## config.mk

```make
export PLATFORM = sky130hd
export DESIGN_NAME = intersection_light_ctrl
export DESIGN_NICKNAME = d
export VERILOG_FILES = /design/src/rtl/tlc_pkg.sv /design/src/rtl/interval_timer.sv /design/src/rtl/phase_fsm.sv /design/src/rtl/lamp_decoder.sv /design/src/rtl/intersection_light_ctrl.sv
export SDC_FILE = /design/constraint.sdc
export NUM_CORES = 1
export LEC_CHECK = 0
export BUFFER_PORTS_ARGS = -buffer_cell sky130_fd_sc_hd__buf_4
export CAP_MARGIN = 15
export CORE_AREA = 2 2 39 41
export CTS_CLUSTER_SIZE = 8
export DETAILED_ROUTE_END_ITERATION = 6
export DIE_AREA = 0 0 41 43
export GPL_TIMING_DRIVEN = 1
export PLACE_DENSITY = 0.55
export SLEW_MARGIN = 5
export SYNTH_ARGS = -nofsm -noshare
export SYNTH_HDL_FRONTEND = slang
export SYNTH_SLANG_ARGS = --single-unit
```

## constraint.sdc

```tcl
create_clock -name clk -period 3 [get_ports clk]
set_input_delay 0.9 -clock clk [delete_from_list [all_inputs] [get_ports clk]]
set_output_delay 0.9 -clock clk [all_outputs]
set_load 0.05 [all_outputs]
```

## src/rtl/tlc_pkg.sv

```systemverilog
package tlc_pkg;

  // Lamp code as seen on the output pins.
  typedef enum logic [1:0] {
    LAMP_RED   = 2'b00,
    LAMP_AMBER = 2'b01,
    LAMP_GREEN = 2'b10
  } lamp_e;

  // Controller phases; the order is the service rotation.
  typedef enum logic [1:0] {
    PH_HWY_GO    = 2'd0,
    PH_HWY_WARN  = 2'd1,
    PH_FARM_GO   = 2'd2,
    PH_FARM_WARN = 2'd3
  } phase_e;

  // Interval timer progress.
  typedef enum logic [1:0] {
    TM_RUN   = 2'd0,
    TM_SHORT = 2'd1,
    TM_LONG  = 2'd2
  } tmr_e;

  localparam int unsigned NUM_ROADS = 2;

endpackage

```

## src/rtl/interval_timer.sv

```systemverilog
module interval_timer
  import tlc_pkg::*;
#(
  parameter int unsigned SHORT_CYCLES = 4,
  parameter int unsigned LONG_CYCLES  = 12
) (
  input  logic clk,
  input  logic rst,
  input  logic restart,
  output logic short_done,
  output logic long_done
);

  localparam int unsigned CW = $clog2(LONG_CYCLES + 1);
  localparam logic [CW-1:0] SHORT_V = CW'(SHORT_CYCLES);
  localparam logic [CW-1:0] LONG_V  = CW'(LONG_CYCLES);

  tmr_e          stage;
  logic [CW-1:0] elapsed;
  logic [CW-1:0] elapsed_nx;

  assign elapsed_nx = elapsed + CW'(1);

  // Advances on every edge it is not restarted, so it cannot stall
  // in the counting stage; saturates once the long mark is reached.
  always_ff @(posedge clk) begin
    if (rst) begin
      stage   <= TM_LONG;
      elapsed <= LONG_V;
    end else if (restart) begin
      stage   <= TM_RUN;
      elapsed <= '0;
    end else if (stage != TM_LONG) begin
      elapsed <= elapsed_nx;
      if (elapsed_nx == LONG_V)       stage <= TM_LONG;
      else if (elapsed_nx == SHORT_V) stage <= TM_SHORT;
    end
  end

  assign short_done = (stage != TM_RUN);
  assign long_done  = (stage == TM_LONG);

  // a restart always clears progress on the following cycle.
  assert_restart_clears_R6: assert property (@(posedge clk) disable iff (rst)
    restart |=> (stage == TM_RUN && elapsed == '0));

  // the long expiry is sticky until the next restart.
  assert_long_sticky_R6: assert property (@(posedge clk) disable iff (rst)
    (long_done && !restart) |=> long_done);

  // the long flag only rises when the full interval has elapsed.
  assert_long_at_limit_R2: assert property (@(posedge clk) disable iff (rst)
    $rose(long_done) |-> (elapsed == LONG_V));

endmodule

```

## src/rtl/phase_fsm.sv

```systemverilog
module phase_fsm
  import tlc_pkg::*;
(
  input  logic   clk,
  input  logic   rst,
  input  logic   car_waiting,
  input  logic   short_done,
  input  logic   long_done,
  output phase_e phase,
  output logic   restart
);

  phase_e phase_nx;

  always_comb begin
    phase_nx = phase;
    unique case (phase)
      PH_HWY_GO:    if (car_waiting && long_done)  phase_nx = PH_HWY_WARN;
      PH_HWY_WARN:  if (short_done)                phase_nx = PH_FARM_GO;
      PH_FARM_GO:   if (!car_waiting || long_done) phase_nx = PH_FARM_WARN;
      PH_FARM_WARN: if (short_done)                phase_nx = PH_HWY_GO;
      default:                                     phase_nx = PH_HWY_GO;
    endcase
  end

  // Timer restart on exactly the cycles a phase change is taken.
  assign restart = (phase_nx != phase);

  always_ff @(posedge clk) begin
    if (rst) phase <= PH_HWY_GO;
    else     phase <= phase_nx;
  end

  // no farm car, highway green holds.
  assert_hwy_holds_R2: assert property (@(posedge clk) disable iff (rst)
    (phase == PH_HWY_GO && !car_waiting) |=> (phase == PH_HWY_GO));

  // highway yellow holds until the short expiry.
  assert_hwy_warn_holds_R3: assert property (@(posedge clk) disable iff (rst)
    (phase == PH_HWY_WARN && !short_done) |=> (phase == PH_HWY_WARN));

  // an empty farm road ends farm green on the next edge.
  assert_farm_empty_ends_R4: assert property (@(posedge clk) disable iff (rst)
    (phase == PH_FARM_GO && !car_waiting) |=> (phase == PH_FARM_WARN));

  // farm yellow is followed by highway green.
  assert_farm_warn_exit_R5: assert property (@(posedge clk) disable iff (rst)
    (phase == PH_FARM_WARN && short_done) |=> (phase == PH_HWY_GO));

endmodule

```

## src/rtl/lamp_decoder.sv

```systemverilog
module lamp_decoder
  import tlc_pkg::*;
#(
  parameter phase_e GO_PH   = PH_HWY_GO,
  parameter phase_e WARN_PH = PH_HWY_WARN
) (
  input  phase_e phase,
  output lamp_e  lamp
);

  always_comb begin
    if (phase == GO_PH)        lamp = LAMP_GREEN;
    else if (phase == WARN_PH) lamp = LAMP_AMBER;
    else                       lamp = LAMP_RED;
  end

endmodule

```

## src/rtl/intersection_light_ctrl.sv

```systemverilog
module intersection_light_ctrl
  import tlc_pkg::*;
#(
  parameter int unsigned SHORT_CYCLES = 4,
  parameter int unsigned LONG_CYCLES  = 12
) (
  input  logic       clk,
  input  logic       rst,
  input  logic       car_waiting,
  output logic [1:0] hwy_lamp,
  output logic [1:0] farm_lamp
);

  phase_e phase;
  logic   restart;
  logic   short_done;
  logic   long_done;
  lamp_e  lamps [NUM_ROADS];

  interval_timer #(
    .SHORT_CYCLES(SHORT_CYCLES),
    .LONG_CYCLES (LONG_CYCLES)
  ) u_timer (
    .clk       (clk),
    .rst       (rst),
    .restart   (restart),
    .short_done(short_done),
    .long_done (long_done)
  );

  phase_fsm u_fsm (
    .clk        (clk),
    .rst        (rst),
    .car_waiting(car_waiting),
    .short_done (short_done),
    .long_done  (long_done),
    .phase      (phase),
    .restart    (restart)
  );

  // Road 0 is the highway, road 1 the farm road.
  for (genvar r = 0; r < NUM_ROADS; r++) begin : g_road
    localparam phase_e GO_P   = (r == 0) ? PH_HWY_GO   : PH_FARM_GO;
    localparam phase_e WARN_P = (r == 0) ? PH_HWY_WARN : PH_FARM_WARN;
    lamp_decoder #(.GO_PH(GO_P), .WARN_PH(WARN_P)) u_dec (
      .phase(phase),
      .lamp (lamps[r])
    );
  end

  assign hwy_lamp  = lamps[0];
  assign farm_lamp = lamps[1];

  // never both roads non-red.
  assert_one_red_R7: assert property (@(posedge clk) disable iff (rst)
    (hwy_lamp == LAMP_RED) || (farm_lamp == LAMP_RED));

  // unused code never driven.
  assert_code_legal_R7: assert property (@(posedge clk) disable iff (rst)
    (hwy_lamp != 2'b11) && (farm_lamp != 2'b11));

endmodule

```

==> impl_metrics.csv, run 1 <==
group,metric,value,unit
global_routing,grt_pass1_wl,1.45,mm
cells_and_area,drive_gt1_share,18.2,%
cts,cts-root-buf,"clkbuf_4",
placement,routabilityCongestion,0.796,
run,max_cap_viol_count,0,
placement,io_buffers,6,
die,die_h,43,um
synth,synth_xor_area_share,7.61,%
synth,yosys_warnings,0,
critical_path,crit_type,"flip-flop to output pin",
drt,drt_iter0_drc,7,
power_and_ir_drop,ir_drop,0.236,mV
cells_and_area,postLayoutCoreUtil,39.2,%
cts,postCtsHoldBufs,0,
cells_and_area,mostFrequentLayoutCells,"nor2_1 (11), dfxtp_1 (8), buf_4 (6)",
global_routing,antenna_found_initial,0,
power_and_ir_drop,power_density,562,mW/mm^2
synth,netlist_instances,58,
cells_and_area,fillCellCount,146,
placement,place_inst,79,
cells_and_area,final_common_cell,"nor2_1",
timing,setup_tns,0,ps
timing,fin_crit_sh,69.1,%
critical_path,cpMaxStageDelayCell,"dfxtp_1",
timing,worst_pin_slew,379,ps
timing,slew_viol_final,0,
die,start_util,33.3,%
drt,drc,0,
cts,path_clk_slew,50,ps
die,placementRows,14,
die,die_area,0.00176,mm^2
global_routing,grt_start_max_net_pins,12,
global_routing,grt-ovfl-total,0,
synth,synth_area,460,um^2
cts,clk-insertion-delay-late,260,ps
die,die_w,41,um
power_and_ir_drop,power.leakage,0.225,nW
timing,fmax,483,MHz
critical_path,crit_chain,"inv_2, nor2_1, buf_4",
placement,hpwl,704,um
timing,hold_viol,0,
critical_path,cp_data_arrival_time,1170,ps
cells_and_area,n_antenna_cell,0,
cells_and_area,layout.cells.non_filler,82,
die,core-area,0.00138,mm^2
synth,synth_compound_area_share,16.3,%
drt,wl_per_cell,10.9,um
cells_and_area,final_net_count,73,
synth,synth.distinct_cells,26,
cts,cts_tree,"done",
cts,cts_setup_buffers,0,
cells_and_area,area_growth_syn_to_layout,17.9,%
timing,finClkSkew,2.74,ps
global_routing,grt_pass1_vias,356,
cts,cts.repair.resized,0,
synth,synth_mux_area_share,2.17,%
outcome,status,"complete, no violations",
synth,ys_seq_elements,8,
placement,placed_area,520,um^2
critical_path,cp.required,2100,ps
drt,drt_pass1_iterations,4,
timing,slew_headroom,74.5,%
critical_path,startpoint_type,"flip-flop",
global_routing,grt_usage,12.8,%
synth,synthSimpleGateAreaFrac,28.5,%
critical_path,endpoint_kind,"output pin",
synth,syn_nets,63,
drt,final_antenna_net_count,0,
synth,ys_seq_area_share,34.8,%
die,ioPinCount,7,
drt,dr_total_vias,422,
critical_path,max_stage_delay,530,ps
synth,synth_area_per_cell,7.94,um^2
drt,vias_per_cell,5.15,
cts,cts_sinks,8,
timing,rsz0062_at_grt,"no",
drt,routed_wl,890,um
min_path,min_path_type,"flip-flop to flip-flop",
timing,finalCriticalPeriod,2070,ps
cells_and_area,stdcell_area,543,um^2
critical_path,critPathMaxFanout,11,
synth,synth_fa_ha_area_share,5.43,%
cts,numCtsBuffers,3,
timing,setup_violations,0,
cts,cts_buffer_depth,2,
synth,synth_top_family_by_area,"simple AND/OR/NAND/NOR gates",
cts,htree_levels,1,
[per-stage QoR]
| stage | hold WS (ps) | power (mW) | setup WS (ps) |
|---|---|---|---|
| 3_3_place_gp | 489 | 0.224 | 1130 |
| 5_1_grt | 567 | 0.325 | 841 |
| 4_1_cts | 510 | 0.309 | 925 |
| 3_5_place_dp | 497 | 0.224 | 1130 |
| 6_report | 519 | 0.305 | 928 |
| 2_1_floorplan | 458 | 0.201 | 923 |
[worst max-delay path: cells and delay by family, from the launching register on]
family,cells,cell delay (ps)
DFF,1,530
buffers and inverters,2,280
and+or+nand+nor,1,110
[cell families (layout without fill, tap and decap cells)]
family	after synthesis	count (layout)
flops	8	8
buf+inv	6	14
xor+xnor	4	4
mux	1	1
simple gates	25	25
compound gates	12	12
fa+ha+maj	2	2
[sequential cells by signal, summed over array words and instances, names as in the netlist]
signal and cells:
u_fsm.phase 2, u_timer.stage 2, u_timer.elapsed 4
[synth_stat cells]
cell type,count,area [um^2]
nor2_1,11,41.3
ha_1,2,25.0
nand3_2,1,10.0
a211oi_1,1,7.51
nand2_1,3,11.3
nand3_1,3,15.0
buf_2,1,5.00
or3b_1,1,8.76
inv_1,4,15.0
mux2i_1,1,10.0
nor4_1,1,6.26
o221ai_1,1,8.76
a21oi_1,3,15.0
dfxtp_1,8,160
o21ai_0,1,5.00
o21ai_1,3,15.0
nand2b_1,1,6.26
nor3_1,1,5.00
or3_1,1,6.26
a31oi_1,1,6.26
xnor2_1,2,17.5
nand3b_1,1,7.51
nand2b_4,1,13.8
o2111ai_1,2,17.5
xor2_1,2,17.5
inv_2,1,3.75
[final cells by class]
cell class | instances | area [um^2] | share of cell area, %
sequential | 8 | 160 | 29.5
clock buffer | 3 | 22.5 | 4.15
multi-input combinational | 44 | 277 | 50.9
timing repair buffer | 6 | 45.0 | 8.29
inverter | 5 | 18.8 | 3.46
tap | 16 | 20.0 | 3.69
[worst paths after layout]
kind         cells after the start  slack (ps)               start            endpoint
max                              3         930      u_fsm.phase[0]        farm_lamp[0]
min                              2         520  u_timer.elapsed[3]  u_timer.elapsed[3]
max reg2reg                      5        1620  u_timer.elapsed[0]    u_timer.stage[1]
min reg2reg                      2         520  u_timer.elapsed[3]  u_timer.elapsed[3]
[power breakdown]
group / leakage (nW) / internal, mW / switching, mW
sequential: 0.0659 / 0.117 / 0.0165
clock: 0.0138 / 0.0459 / 0.0378
combinational: 0.145 / 0.0340 / 0.0538
total: 0.225 / 0.197 / 0.108
[metal layers]
layer / part of all wire [%] / vias up / wire [um] / track usage, %
met3: 8.0 / 5 / 71 / 4.71
met1: 44 / 183 / 394 / 14.9
met5: 0 / - / 0 / 0
met4: 3.0 / 0 / 27 / 10.0
met2: 44 / 13 / 396 / 17.8
li1: - / 221 / - / -
No activity file was read; power rests on OpenSTA's default activity.
==> inputs of run 2 (changes only) <==
==> constraint.sdc (replaced) <==
create_clock -name clk -period 2.2 [get_ports clk]
set_input_delay 0.66 -clock clk [delete_from_list [all_inputs] [get_ports clk]]
set_output_delay 0.66 -clock clk [all_outputs]
set_load 0.05 [all_outputs]
==> run 2 against run 1 <==
Largest power group unchanged. Die area unchanged. Clock power increased by 33%. Flip-flop and latch count unchanged. Core utilization unchanged. Total power increased by 36%.
==> impl_metrics.csv, run 2 (synthesis gave the netlist of run 1 again) <==
group,metric,value,unit
cells_and_area,n_antenna_cell,0,
min_path,min_path_type,"flip-flop to flip-flop",
die,ioPinCount,7,
critical_path,worstReg2RegStart,"u_timer.elapsed[0]",
critical_path,crit_type,"flip-flop to output pin",
global_routing,grt_pass1_wl,1.49,mm
die,placementRows,14,
drt,wl_per_cell,11.8,um
cells_and_area,largest_reg_flops,4,
cells_and_area,top_regs,"u_timer.elapsed: 4 flops, u_fsm.phase: 2 flops, u_timer.stage: 2 flops",
timing,hold-worst-slack,510,ps
cts,htree_levels,1,
power_and_ir_drop,power_density,763,mW/mm^2
placement,routabilityCongestion,0.796,
global_routing,antenna_found_initial,0,
power_and_ir_drop,ir_drop,0.290,mV
drt,vias_per_cell,5.20,
cts,cts_buffer_depth,2,
cells_and_area,fillCellCount,151,
cells_and_area,postLayoutCoreUtil,39.2,%
timing,fmax,546,MHz
cells_and_area,final_net_count,73,
timing,worst_pin_slew,414,ps
timing,slew_viol_final,0,
die,die_area,0.00176,mm^2
global_routing,grt_usage,13.7,%
global_routing,grt_start_max_net_pins,12,
cts,cts_setup_buffers,0,
placement,hpwl,736,um
run,max_cap_viol_count,0,
critical_path,crit_path_start,"u_fsm.phase[0]",
timing,slew_headroom,72.1,%
cells_and_area,stdcell_area,543,um^2
critical_path,critPathMaxFanout,11,
cts,cts.repair.resized,0,
timing,rsz0062_at_grt,"no",
critical_path,regToRegEndpoint,"u_timer.stage[1]",
cells_and_area,area_growth_syn_to_layout,17.9,%
critical_path,cp_data_arrival_time,1170,ps
drt,drt_iter0_drc,7,
cts,numCtsBuffers,3,
timing,fin_crit_sh,83.2,%
timing,setup_violations,0,
timing,finClkSkew,0.780,ps
cts,postCtsHoldBufs,0,
cells_and_area,final_common_cell,"nor2_1",
critical_path,endpoint_kind,"output pin",
die,die_h,43,um
drt,dr_total_vias,426,
global_routing,grt_pass1_vias,364,
die,core-area,0.00138,mm^2
cts,cts_sinks,8,
cts,cts_tree,"done",
placement,placed_area,520,um^2
drt,drc,0,
drt,drt_pass1_iterations,4,
critical_path,critPathCapture,"farm_lamp[0]",
timing,setup_tns,0,ps
cts,path_clk_slew,50,ps
timing,hold_viol,0,
cells_and_area,regMostFlops,"u_timer.elapsed",
cts,clk-insertion-delay-late,250,ps
cts,cts-root-buf,"clkbuf_4",
critical_path,reg2reg_depth,5,
outcome,status,"complete, no violations",
cells_and_area,mostFrequentLayoutCells,"nor2_1 (11), dfxtp_1 (8), buf_4 (6)",
die,die_w,41,um
critical_path,cp.required,1540,ps
drt,final_antenna_net_count,0,
placement,io_buffers,6,
critical_path,startpoint_type,"flip-flop",
cells_and_area,drive_gt1_share,18.2,%
die,start_util,33.3,%
critical_path,r2r_slack,790,ps
drt,routed_wl,969,um
timing,finalCriticalPeriod,1830,ps
power_and_ir_drop,power.leakage,0.225,nW
global_routing,grt-ovfl-total,0,
-- run 2: cell counts in the layout (fill, tap and decap cells not counted) --
No cell type changed its count.
-- run 2: cell type report --
| type | instances | area [um^2] | share of cell area (%) |
|---|---|---|---|
| clock buffer | 3 | 22.5 | 4.15 |
| inverter | 5 | 18.8 | 3.46 |
| multi-input combinational | 44 | 277 | 50.9 |
| sequential | 8 | 160 | 29.5 |
| tap | 16 | 20.0 | 3.69 |
| timing repair buffer | 6 | 45.0 | 8.29 |
-- run 2: worst min-delay path by stage --
stage	slack [ps]	endpoint	cells past startpoint	start
floorplan	460	u_timer.elapsed[3]	2	u_timer.elapsed[3]
global placement	490	u_timer.elapsed[3]	2	u_timer.elapsed[3]
detailed placement	500	u_timer.elapsed[3]	2	u_timer.elapsed[3]
CTS	510	u_timer.elapsed[3]	2	u_timer.elapsed[3]
global route	570	u_timer.elapsed[3]	2	u_timer.elapsed[3]
finish	510	u_timer.elapsed[3]	2	u_timer.elapsed[3]
-- run 2: power by group --
group / leakage, nW / internal (mW) / switching (mW)
Sequential: 0.0659 / 0.160 / 0.0229
Clock: 0.0138 / 0.0623 / 0.0487
Combinational: 0.145 / 0.0464 / 0.0744
Total: 0.225 / 0.269 / 0.146
-- run 2: worst max-delay path, stage by stage, from the launching register on --
cell and delay (ps):
dfxtp_1 530, inv_2 80, nor2_1 110, buf_4 200
-- run 2: stage by stage --
stage / std cells / power [mW] / setup slack (ps)
after floorplan: 58 / 0.274 / 363
after global placement: 79 / 0.306 / 574
after detailed placement: 79 / 0.307 / 571
after CTS: 82 / 0.421 / 360
after global routing: 82 / 0.448 / 261
final: 82 / 0.415 / 370
-- run 2: layer usage --
metal	vias to the layer above	wire length, um	GRT usage, %
met3	2	70	7.85
met4	0	10	11.3
met1	189	426	14.2
met5	-	0	0
li1	217	-	-
met2	18	461	18.8
==> inputs of run 3 (changes only) <==
--- a/config.mk
+++ b/config.mk
@@ -5,6 +5,7 @@
 export SDC_FILE = /design/constraint.sdc
 export NUM_CORES = 1
 export LEC_CHECK = 0
+export ABC_AREA = 1
 export BUFFER_PORTS_ARGS = -buffer_cell sky130_fd_sc_hd__buf_4
 export CAP_MARGIN = 15
 export CORE_AREA = 2 2 39 41
@@ -12,7 +13,7 @@
 export DETAILED_ROUTE_END_ITERATION = 6
 export DIE_AREA = 0 0 41 43
 export GPL_TIMING_DRIVEN = 1
-export PLACE_DENSITY = 0.55
+export PLACE_DENSITY = 0.59
 export SLEW_MARGIN = 5
 export SYNTH_ARGS = -nofsm -noshare
 export SYNTH_HDL_FRONTEND = slang
==> constraint.sdc (replaced) <==
create_clock -name clk -period 1.65 [get_ports clk]
set_input_delay 0.495 -clock clk [delete_from_list [all_inputs] [get_ports clk]]
set_output_delay 0.495 -clock clk [all_outputs]
set_load 0.05 [all_outputs]
==> run 3 against run 2 <==
Worst setup slack worse by 250 ps. Via count up 6.1%. Clock skew up 14 ps. Clock power up 41%. First-iteration DRC count up 71%. Wire length up 1.5%. Combinational power up 87%. Sequential power up 32%. Final cell count up 18%. Core utilization up 2.5 points. Critical endpoint is now hwy_lamp[0].
==> impl_metrics.csv, run 3 <==
group,metric,value,unit
outcome,status,"complete, no violations",
global_routing,grt_pass1_wl,1.66,mm
timing,worst_pin_slew,225,ps
critical_path,crit_chain,"inv_2, nor2_1, buf_4",
synth,synth_area_per_cell,6.81,um^2
cts,cts_setup_buffers,0,
die,die_h,43,um
placement,place_inst,94,
synth,netlist_instances,72,
cts,path_clk_slew,50,ps
synth,synth.distinct_cells,19,
synth,syn_nets,77,
die,core-area,0.00138,mm^2
critical_path,regToRegEndpoint,"u_timer.stage[1]",
synth,ys_seq_elements,8,
synth,ys_seq_area_share,32.7,%
cells_and_area,largest_reg_flops,4,
cells_and_area,area_growth_syn_to_layout,17.9,%
timing,fmax,654,MHz
timing,slew_viol_final,0,
synth,async_flop_share,0,%
drt,dr_total_vias,452,
min_path,hold_end,"u_fsm.phase[0]",
min_path,hold_start,"rst",
power_and_ir_drop,power_frac_comb,36.2,%
synth,synth_top_area_share,32.7,%
synth,synth_area,490,um^2
critical_path,r2r_slack,410,ps
die,die_w,41,um
timing,finalCriticalPeriod,1530,ps
global_routing,grt-ovfl-total,0,
cells_and_area,mostFrequentLayoutCells,"nand2_1 (18), inv_1 (11), nor2_1 (9)",
cts,htree_levels,1,
placement,io_buffers,6,
cells_and_area,final_common_cell,"nand2_1",
power_and_ir_drop,power.leakage,0.308,nW
critical_path,critPathBufInv,2,
cells_and_area,layout.cells.non_filler,97,
cts,cts.repair.resized,0,
timing,hold_viol,0,
critical_path,max_stage_delay,390,ps
drt,drt_pass1_iterations,4,
cells_and_area,regMostFlops,"u_timer.elapsed",
cts,cts_sinks,8,
min_path,hold-path-cell-count,2,
critical_path,cp.required,1150,ps
drt,drc,0,
cts,cts-root-buf,"clkbuf_4",
cts,cts_tree,"done",
drt,final_antenna_net_count,0,
critical_path,crit_type,"flip-flop to output pin",
drt,drt_iter0_drc,12,
critical_path,crit_path_start,"u_fsm.phase[0]",
synth,netlist_top_cells_count,"nand2_1 (18), inv_1 (11), nor2_1 (9)",
power_and_ir_drop,power.internal,0.371,mW
timing,finClkSkew,15.1,ps
cells_and_area,final_net_count,88,
critical_path,cp_top_family,"flip-flops",
synth,synthFlopType,"dfxtp_1",
drt,routed_wl,984,um
power_and_ir_drop,sw_frac_of_total,40.4,%
power_and_ir_drop,ir_drop,0.369,mV
global_routing,grt_usage,14.8,%
cts,postCtsHoldBufs,0,
run,max_cap_viol_count,0,
timing,slew_headroom,85.0,%
cts,cts_buffer_depth,2,
synth,synth-edff-count,0,
cts,clk-insertion-delay-late,260,ps
critical_path,cp_data_arrival_time,1030,ps
power_and_ir_drop,power_density,1080,mW/mm^2
critical_path,reg2reg_depth,8,
synth,post-synth-top-count-cell,"nand2_1",
die,ioPinCount,7,
cells_and_area,n_antenna_cell,0,
critical_path,endpoint_kind,"output pin",
critical_path,worstReg2RegStart,"u_timer.elapsed[0]",
placement,hpwl,747,um
drt,wl_per_cell,10.1,um
cts,numCtsBuffers,3,
die,start_util,35.4,%
die,placementRows,14,
synth,synth_area_leader_cell,"dfxtp_1",
global_routing,grt_start_max_net_pins,7,
timing,setup_violations,0,
power_and_ir_drop,switching_power,0.252,mW
timing,setup_tns,0,ps
critical_path,critPathMaxFanout,6,
synth,synth_area_leaders,"dfxtp_1 (33%), nand2_1 (14%), inv_1 (8.4%)",
critical_path,startpoint_type,"flip-flop",
cells_and_area,postLayoutCoreUtil,41.8,%
placement,placed_area,556,um^2
synth,yosys_warnings,0,
power_and_ir_drop,power_frac_seq,38.7,%
cells_and_area,drive_gt1_share,24.7,%
cells_and_area,top_regs,"u_timer.elapsed: 4 flops, u_fsm.phase: 2 flops, u_timer.stage: 2 flops",
power_and_ir_drop,clockPowerShare,25.0,%
drt,vias_per_cell,4.66,
critical_path,cpMaxStageDelayCell,"dfxtp_1",
die,die_area,0.00176,mm^2
cells_and_area,stdcell_area,578,um^2
timing,rsz0062_at_grt,"no",
min_path,min_path_type,"primary input to flip-flop",
placement,routabilityCongestion,0.708,
global_routing,antenna_found_initial,0,
timing,fin_crit_sh,92.7,%
global_routing,grt_pass1_vias,401,
-- run 3: changes by cell type in the layout (fill, tap and decap cells not counted), sizes merged, moves of 2 or more --
cell and change:
inv +9, o21ai -2, nand2b -2, nand2 +18
xnor2 -2, o2111ai -2, nand4 +4
-- run 3: worst register-to-register path: cells and delay by family, from the launching register on --
family	cells	cell delay (ps)
flops	1	420
simple gates	4	310
fa+ha+maj	1	200
compound gates	1	100
buf+inv	2	80
-- run 3: per-layer routing --
metal | GRT usage, % | wire length, um | vias to the layer above
li1 | - | - | 248
met1 | 18.8 | 487 | 192
met2 | 19.4 | 418 | 8
met3 | 3.14 | 45 | 4
met4 | 14.0 | 33 | 0
met5 | 0 | 0 | -
-- run 3: worst max path at each step --
stage	to	slack, ps	cells after the start
floorplan	hwy_lamp[0]	70	2
global placement	farm_lamp[1]	430	3
detailed placement	hwy_lamp[0]	390	3
CTS	hwy_lamp[0]	110	3
global route	hwy_lamp[0]	70	3
finish	hwy_lamp[0]	120	3
-- run 3: area by class of cell --
class / instances / area (um^2)
timing repair buffer: 6 / 45.0
fill: 155 / 806
sequential: 8 / 160
clock buffer: 3 / 22.5
multi-input combinational: 50 / 278
inverter: 14 / 52.6
tap: 16 / 20.0
-- run 3: metrics by stage --
stage          power, mW  hold WS, ps  setup WS [ps]
5_1_grt            0.671          411           71.3
3_3_place_gp       0.470          519            427
4_1_cts            0.633          402            114
3_5_place_dp       0.471          550            393
6_report           0.623          412            120
2_1_floorplan      0.418          500           72.7
-- run 3: power groups by stage --
stage / sequential, mW / combinational [mW] / clock (mW)
after floorplan: 0.239 / 0.179 / 0
after global placement: 0.244 / 0.226 / 0
after detailed placement: 0.246 / 0.226 / 0
after CTS: 0.241 / 0.227 / 0.165
after global routing: 0.244 / 0.253 / 0.173
final: 0.241 / 0.226 / 0.156
-- run 3: cells by family (layout without fill, tap and decap cells) --
| group | count (synthesis) | after routing | share of synthesized area [%] |
|---|---|---|---|
| AO/OA/AOI/OAI | 5 | 5 | 7.91 |
| XOR/XNOR | 1 | 1 | 1.79 |
| adder cells (fa/ha/maj) | 2 | 2 | 5.10 |
| buffers and inverters | 14 | 23 | 10.7 |
| flip-flops | 8 | 8 | 32.7 |
| AND/OR/NAND/NOR | 42 | 42 | 41.8 |
